==> src/rtl/vyc_pkg.sv <==
package vyc_pkg;
    localparam int NIB_W   = 4;
    localparam int BYTE_W  = 2 * NIB_W;
    localparam int LANES   = 2;
    localparam int PIX_W   = LANES * BYTE_W;
    localparam int LUMA_IX = 0;
    localparam int CHRO_IX = 1;

    typedef enum logic {
        PH_UPPER = 1'b0,
        PH_LOWER = 1'b1
    } nib_phase_e;

    typedef struct packed {
        logic [BYTE_W-1:0] luma;
        logic [BYTE_W-1:0] chroma;
    } pix_word_t;

    function automatic logic [BYTE_W-1:0] join_nibbles(
        input logic [NIB_W-1:0] upper,
        input logic [NIB_W-1:0] lower
    );
        return {upper, lower};
    endfunction
endpackage

==> src/rtl/vyc_lane_capture.sv <==
module vyc_lane_capture
    import vyc_pkg::*;
(
    input  logic              clk,
    input  logic              rst,
    input  logic [NIB_W-1:0]  nib,
    input  logic              strobe,
    input  logic              ack,
    input  logic              take,
    output logic [BYTE_W-1:0] byte_o,
    output logic              ready
);
    logic              strobe_q;
    logic              strobe_fall;
    nib_phase_e        phase;
    logic [NIB_W-1:0]  upper_q;
    logic [BYTE_W-1:0] byte_q;
    logic              ready_q;
    logic              finish;

    assign strobe_fall = strobe_q & ~strobe;
    assign finish      = ack & strobe_fall & (phase == PH_LOWER);

    always_ff @(posedge clk) begin
        if (rst) begin
            strobe_q <= 1'b0;
            phase    <= PH_UPPER;
            upper_q  <= '0;
            byte_q   <= '0;
            ready_q  <= 1'b0;
        end else begin
            strobe_q <= strobe;
            if (!ack) begin
                phase <= PH_UPPER;
            end else if (strobe_fall) begin
                if (phase == PH_UPPER) begin
                    upper_q <= nib;
                    phase   <= PH_LOWER;
                end else begin
                    byte_q <= join_nibbles(upper_q, nib);
                    phase  <= PH_UPPER;
                end
            end
            if (finish) begin
                ready_q <= 1'b1;
            end else if (take) begin
                ready_q <= 1'b0;
            end
        end
    end

    assign byte_o = byte_q;
    assign ready  = ready_q;
endmodule

==> src/rtl/vyc_word_handoff.sv <==
module vyc_word_handoff
    import vyc_pkg::*;
(
    input  logic                         clk,
    input  logic                         rst,
    input  logic [LANES-1:0]             lane_ready,
    input  logic [LANES-1:0][BYTE_W-1:0] lane_byte,
    input  logic                         tick,
    output logic                         take,
    output logic [PIX_W-1:0]             word_o,
    output logic                         valid_o,
    output logic                         underrun_o
);
    pix_word_t stage1_q;
    logic      stage1_full;
    pix_word_t stage2_q;
    logic      valid_q;
    logic      underrun_q;
    pix_word_t packed_w;

    assign take            = &lane_ready;
    assign packed_w.luma   = lane_byte[LUMA_IX];
    assign packed_w.chroma = lane_byte[CHRO_IX];

    always_ff @(posedge clk) begin
        if (rst) begin
            stage1_q    <= '0;
            stage1_full <= 1'b0;
        end else begin
            if (take) begin
                stage1_q <= packed_w;
            end
            stage1_full <= take | (stage1_full & ~tick);
        end
    end

    always_ff @(posedge clk) begin
        if (rst) begin
            stage2_q   <= '0;
            valid_q    <= 1'b0;
            underrun_q <= 1'b0;
        end else begin
            valid_q <= 1'b0;
            if (tick) begin
                if (stage1_full) begin
                    stage2_q <= stage1_q;
                    valid_q  <= 1'b1;
                end else begin
                    underrun_q <= 1'b1;
                end
            end
        end
    end

    assign word_o     = stage2_q;
    assign valid_o    = valid_q;
    assign underrun_o = underrun_q;
endmodule

==> src/rtl/vyc_nibble_packer.sv <==
module vyc_nibble_packer
    import vyc_pkg::*;
(
    input  logic             clk,
    input  logic             rst,
    input  logic [NIB_W-1:0] luma_nib,
    input  logic             luma_strobe,
    input  logic             luma_ack,
    input  logic [NIB_W-1:0] chroma_nib,
    input  logic             chroma_strobe,
    input  logic             chroma_ack,
    input  logic             pix_tick,
    output logic [PIX_W-1:0] pix_word,
    output logic             pix_valid,
    output logic             underrun
);
    logic [LANES-1:0][NIB_W-1:0]  lane_nib;
    logic [LANES-1:0]             lane_strobe;
    logic [LANES-1:0]             lane_ack;
    logic [LANES-1:0][BYTE_W-1:0] lane_byte;
    logic [LANES-1:0]             lane_ready;
    logic                         take;

    assign lane_nib[LUMA_IX]    = luma_nib;
    assign lane_nib[CHRO_IX]    = chroma_nib;
    assign lane_strobe[LUMA_IX] = luma_strobe;
    assign lane_strobe[CHRO_IX] = chroma_strobe;
    assign lane_ack[LUMA_IX]    = luma_ack;
    assign lane_ack[CHRO_IX]    = chroma_ack;

    for (genvar g = 0; g < LANES; g++) begin : g_lane
        vyc_lane_capture i_cap (
            .clk    (clk),
            .rst    (rst),
            .nib    (lane_nib[g]),
            .strobe (lane_strobe[g]),
            .ack    (lane_ack[g]),
            .take   (take),
            .byte_o (lane_byte[g]),
            .ready  (lane_ready[g])
        );
    end

    vyc_word_handoff i_hand (
        .clk        (clk),
        .rst        (rst),
        .lane_ready (lane_ready),
        .lane_byte  (lane_byte),
        .tick       (pix_tick),
        .take       (take),
        .word_o     (pix_word),
        .valid_o    (pix_valid),
        .underrun_o (underrun)
    );
endmodule

==> config.mk <==
export PLATFORM = sky130hd
export DESIGN_NAME = vyc_nibble_packer
export DESIGN_NICKNAME = d
export VERILOG_FILES = /design/src/rtl/vyc_pkg.sv /design/src/rtl/vyc_lane_capture.sv /design/src/rtl/vyc_word_handoff.sv /design/src/rtl/vyc_nibble_packer.sv
export SDC_FILE = /design/constraint.sdc
export NUM_CORES = 1
export LEC_CHECK = 0
export BUFFER_PORTS_ARGS = -buffer_cell sky130_fd_sc_hd__clkbuf_2
export CAP_MARGIN = 5
export CORE_MARGIN = 4
export CORE_UTILIZATION = 40
export CTS_BUF_LIST = sky130_fd_sc_hd__clkbuf_4
export DETAILED_ROUTE_END_ITERATION = 8
export SLEW_MARGIN = 0
export SYNTH_ARGS = -nofsm -noshare
export SYNTH_HDL_FRONTEND = slang
export SYNTH_SLANG_ARGS = --single-unit
==> constraint.sdc <==
create_clock -name clk -period 1.3 [get_ports clk]
set_clock_uncertainty 0.15 [all_clocks]
set_input_delay 0.26 -clock clk [delete_from_list [all_inputs] [get_ports clk]]
set_output_delay 0.26 -clock clk [all_outputs]
set_load 0.01 [all_outputs]
**Word level (Yosys, flattened, before mapping)**

Index checks and enable logic that the tools add are counted.

- Word-level logic and storage cells: 51
- Input port bits: 15
- Output and inout bits: 18
- Flip-flop bits (word level): 65

- Mux-type cells: 6
- Bitwise operators: 16
- Reduce and logical (&&, ||, !) cells: 12

Operator list:

| kind | count |
|---|---|
| AND reduction 3 bit | 4 |
| inverter 1 bit | 8 |
| bitwise AND 1 bit | 7 |
| 2-to-1 mux 1 bit | 6 |
| AND reduction 2 bit | 3 |
| OR reduction 2 bit | 3 |
| nonzero test 2 bit | 2 |
| OR 1 bit | 1 |

**Longest topological paths before layout**

- Word-level depth: 5
- Gate-level depth with buffers: 5
- Gate-level depth less buffers: 3

**Cells and area by module**

Synthesis repeated with hierarchy kept, for this count alone.

- Cell total of the unflattened synthesis: 254
- Area, all modules: 2526.2 um^2

Modules (own cells, without submodules):

| module | area each (um^2) | instances | cells each | seq. area each (um^2) |
|---|---|---|---|---|
| vyc_word_handoff | 1445.1 | 1 | 136 | 700.7 |
| vyc_lane_capture | 540.5 | 2 | 59 | 300.3 |

**Worst setup path after synthesis**

Ideal clock, no wire load.

- Path type: flip-flop to flip-flop
- Start point: register g_lane[1].i_cap.phase
- End point: register g_lane[1].i_cap.upper_q[0]
- Slack: 0.068 ns
- Data required time: 1.022 ns
- Arrival time: 0.954 ns
- Buffers on the path: 1
- Library setup time: 0.128 ns
- Stages on the path, launching flop included: 5
- Period minus slack after synthesis: 1.232 ns
- Cell sequence: dfxtp_1 and4bb_2 clkbuf_2 mux2i_1 nor2_1

- Cells in the longest elaborated chain, start to end: 2

RTL lines:

| what | RTL line | text |
|---|---|---|
| from (decl) | vyc_lane_capture.sv:15 | `nib_phase_e phase;` |
| from (signal assigned) | vyc_lane_capture.sv:27 | `phase <= PH_UPPER;` |
| from (signal assigned) | vyc_lane_capture.sv:34 | `phase <= PH_UPPER;` |
| from (signal assigned) | vyc_lane_capture.sv:38 | `phase <= PH_LOWER;` |
| inverter 1 bit (no line) | - |  |
| AND reduction 3 bit (no line) | - |  |
| to (signal assigned) | vyc_lane_capture.sv:37 | `upper_q <= nib;` |
| to (decl) | vyc_lane_capture.sv:16 | `logic [NIB_W-1:0] upper_q;` |

Every way passes these cells.
A chain may end at the register's enable or synchronous reset.

**Worst setup path in the final report**

- Start point: register i_hand.stage2_q, in the netlist i_hand.word_o[6]
- End point: output pix_word[6]

RTL lines:

| what | RTL line | text |
|---|---|---|
| from (decl) | vyc_word_handoff.sv:16 | `pix_word_t stage2_q;` |
| from (signal assigned) | vyc_word_handoff.sv:46 | `stage2_q <= stage1_q;` |
| to (decl) | vyc_nibble_packer.sv:13 | `output logic [PIX_W-1:0] pix_word,` |

No word-level cell between the ends.

==> summary.md <==
| Metric | Value |
|---|---|
| Outcome | `complete, no violations` |
| P&R area growth vs syn | `27.98%` |
| CP cell instances | `buf_6` |
| GRT Total Usage | `13.06%` |
| Slew @ Worst Pin | `0.2754 ns` |
| CP bufs+invs | `1` |
| Site Rows | `27` |
| Final wirelength | `4.221 mm` |
| CP max FO | `2` |
| Drt first pass iters | `4` |
| Max Root-Sink Buffers | `2` |
| Synth cell types | `19` |
| Initial drt markers | `81` |
| Layout Utilization | `53.10%` |
| Largest family of logic cells by synthesized area | `simple AND/OR/NAND/NOR gates` |
| Synth Cell Area | `2285 sq um` |
| Worst-case reg-to-reg path depth | `3` |
| Post-DR wirelength/cell | `10.71 um` |
| Tmin final | `1.252 ns` |
| Final GP Congestion | `0.7091` |
| Synth top area share | `56.96%` |
| CTS root buf | `clkbuf_4` |
| # H-tree levels | `3` |
| Worst Path Required | `0.89 ns` |
| Slew Limit Fails | `0` |
| Most common cell after layout, fill and taps aside | `nand2_1` |
| Post-Syn Instances | `270` |
| Final WS setup | `0.04841 ns` |
| CP peak stage delay | `0.34 ns` |
| Hold Worst Slack | `0.03354 ns` |
| Clock sink count | `65` |
| DP Wirelength | `2.768 mm` |
| Post-synthesis simple-gate area fraction | `23.60%` |
| FMAX | `0.7990 GHz` |
| Area share of fa/ha/maj cells after synthesis | `0%` |
| Layout Nets | `332` |
| Synth top area cells | `dfxtp_1 (57%), nand2_1 (16%), a21oi_1 (11%), mux2i_1 (3.5%), nor2_1 (1.6%)` |
| Antenna cells | `0` |
| Initial antenna violation count | `0` |
| Layout cells sized above 1 | `23.91%` |
| Vias in the first global route | `1,689` |
| DRC violations left | `0` |
| DIE AREA | `6985 sq um` |
| Worst path depth | `1` |
| First-pass GRT wire length | `7.507 mm` |
| Post-synthesis sequential area ratio | `56.96%` |
| Synthesis Warnings | `0` |
| TritonCTS Buffers | `9` |
| Total number of vias | `1,806` |
| Startpoint Class | `flip-flop` |
| Filler cell count | `569` |
| Initial Util | `41.49%` |
| Final ANT Viol Nets | `0` |
| Final setup violating endpoints | `0` |
| Net Count, Synth | `285` |
| Vias per std cell | `4.584` |
| CTS tree | `done` |
| Peak supply drop | `473.3 uV` |
| Synth Area in XOR/XNOR | `0.7667%` |
| RSZ-0062 raised after global routing | `true` |
| Total congestion overflow | `0` |
| Commonest non-fill, non-tap cells in the layout | `nand2_1 (98), a21oi_1 (52), dfxtp_1 (48)` |
| CP top delay family | `flip-flops` |
| LEAKAGE | `1.047 nW` |
| #FFs+latches synth | `65` |
| Worst-skew pair later-pin latency | `0.39 ns` |
| Final Hold Vio Count | `0` |
| Max cap viols | `0` |
| Pwr Density | `1179 nW/um^2` |
| Fraction of synthesized area in multiplexers | `3.505%` |
| Die Wd | `83.58 um` |
| Die H | `83.58 um` |
| Mean Syn Cell Area | `8.462 sq um` |
| Worst path slowest cell | `dfxtp_2` |
| Setup WS pre-CTS | `-0.02185 ns` |
| Core area | `5507 sq um` |
| Class of the worst hold path | `primary input to flip-flop` |
| Critical path type | `flip-flop to primary output` |
| I/O Buffers | `32` |
| Pin count of the biggest net entering global routing | `36` |
| Worst EP arrival | `0.84 ns` |
| Slew HR | `81.63%` |
| Compound-cell area share of the yosys netlist | `11.39%` |
| IO Pins | `33` |
| Hold path depth | `3` |
| Clock slew at reported path FFs | `0.10 ns` |
| Crit end category | `primary output` |
| Synth area leader | `dfxtp_1` |
| Fin crit share | `96.28%` |
[Yosys cell counts]
cell / count
xnor2_1: 2
buf_1: 2
nand2b_1: 3
mux2i_1: 8
inv_1: 1
and2_1: 2
clkbuf_1: 4
a21oi_1: 52
nand2_1: 98
buf_4: 2
buf_2: 5
nor3b_1: 2
dfxtp_1: 65
and4bb_2: 2
nor2b_1: 4
clkbuf_2: 4
and4b_1: 2
nor2_1: 10
nand4b_1: 2
[cell type report]
cell class / instances / area (sq um) / share of cell area [%]
clock buffers: 12 / 90.09 / 3.081
clock inverters: 4 / 43.79 / 1.498
inverters: 1 / 3.754 / 0.1284
multi-input cells: 187 / 907.1 / 31.02
flip-flops and latches: 65 / 1323 / 45.23
well taps: 72 / 90.09 / 3.081
repair buffers: 53 / 466.7 / 15.96
[stage by stage]
stage                     std cells  power [W]  TNS (ns)  cell area (sq um)
after global routing            394   0.003596  -0.01777               2924
after CTS                       393   0.003494         0               2808
after floorplan                 270   0.002112         0               2285
after global placement          365   0.002165         0               2537
final                           394   0.003448         0               2924
after detailed placement        365   0.002166  -0.06421               2537
[final timing paths]
path / to / from / slack, ns
setup / recovery: pix_word[6] / i_hand.word_o[6] / 0.05
hold / removal: i_hand.stage1_full / pix_tick / 0.03
setup reg to reg: g_lane[1].i_cap.upper_q[3] / g_lane[1].i_cap.phase / 0.09
hold reg to reg: i_hand.word_o[4] / i_hand.stage1_q[4] / 0.30
[power breakdown]
part	leakage (nW)	total, W	internal (W)	switching [W]
Clock	0.0787	0.00129	0.000641	0.000654
Combinational	0.436	0.000141	0.0000758	0.0000657
Sequential	0.533	0.00201	0.00200	0.00000887
[worst min-delay path, stage by stage]
cell and delay [ns]:
clkbuf_2 0.11, nand2b_1 0.10, a21oi_1 0.05
[layer usage]
layer  track usage, %  vias to the layer above  wire, um
met2            19.09                       29      1838
li1                 -                      973         -
met5                0                        -         0
met1            16.76                      793      2097
met3            3.751                       11       175
met4            8.333                        0       110
[registers in the layout, summed over array words and instances, names as in the netlist]
signal and flops:
g_lane.i_cap.strobe_q 2, i_hand.stage1_full 1, i_hand.stage1_q 16, i_hand.underrun_o 1
g_lane.i_cap.ready 2, g_lane.i_cap.upper_q 8, g_lane.i_cap.phase 2, g_lane.i_cap.byte_o 16
i_hand.word_o 16, i_hand.valid_o 1
[what timing repair did]
action | CTS | global route
gates resized for setup | 13 | 40
endpoints found under the setup margin | 27 | 23
hold buffers | 12 | 0
buffers inserted | 0 | 1
hold endpoints to repair | 20 | 0
[cells by family (layout without fill, tap and decap cells)]
family                 count (synthesis)  count (layout)
AO/OA/AOI/OAI                         52              52
buffers and inverters                 18              70
flip-flops                            65              65
multiplexers                           8               8
XOR/XNOR                               2               2
AND/OR/NAND/NOR                      125             125
Note: power is estimated with default switching activity, not from simulation.
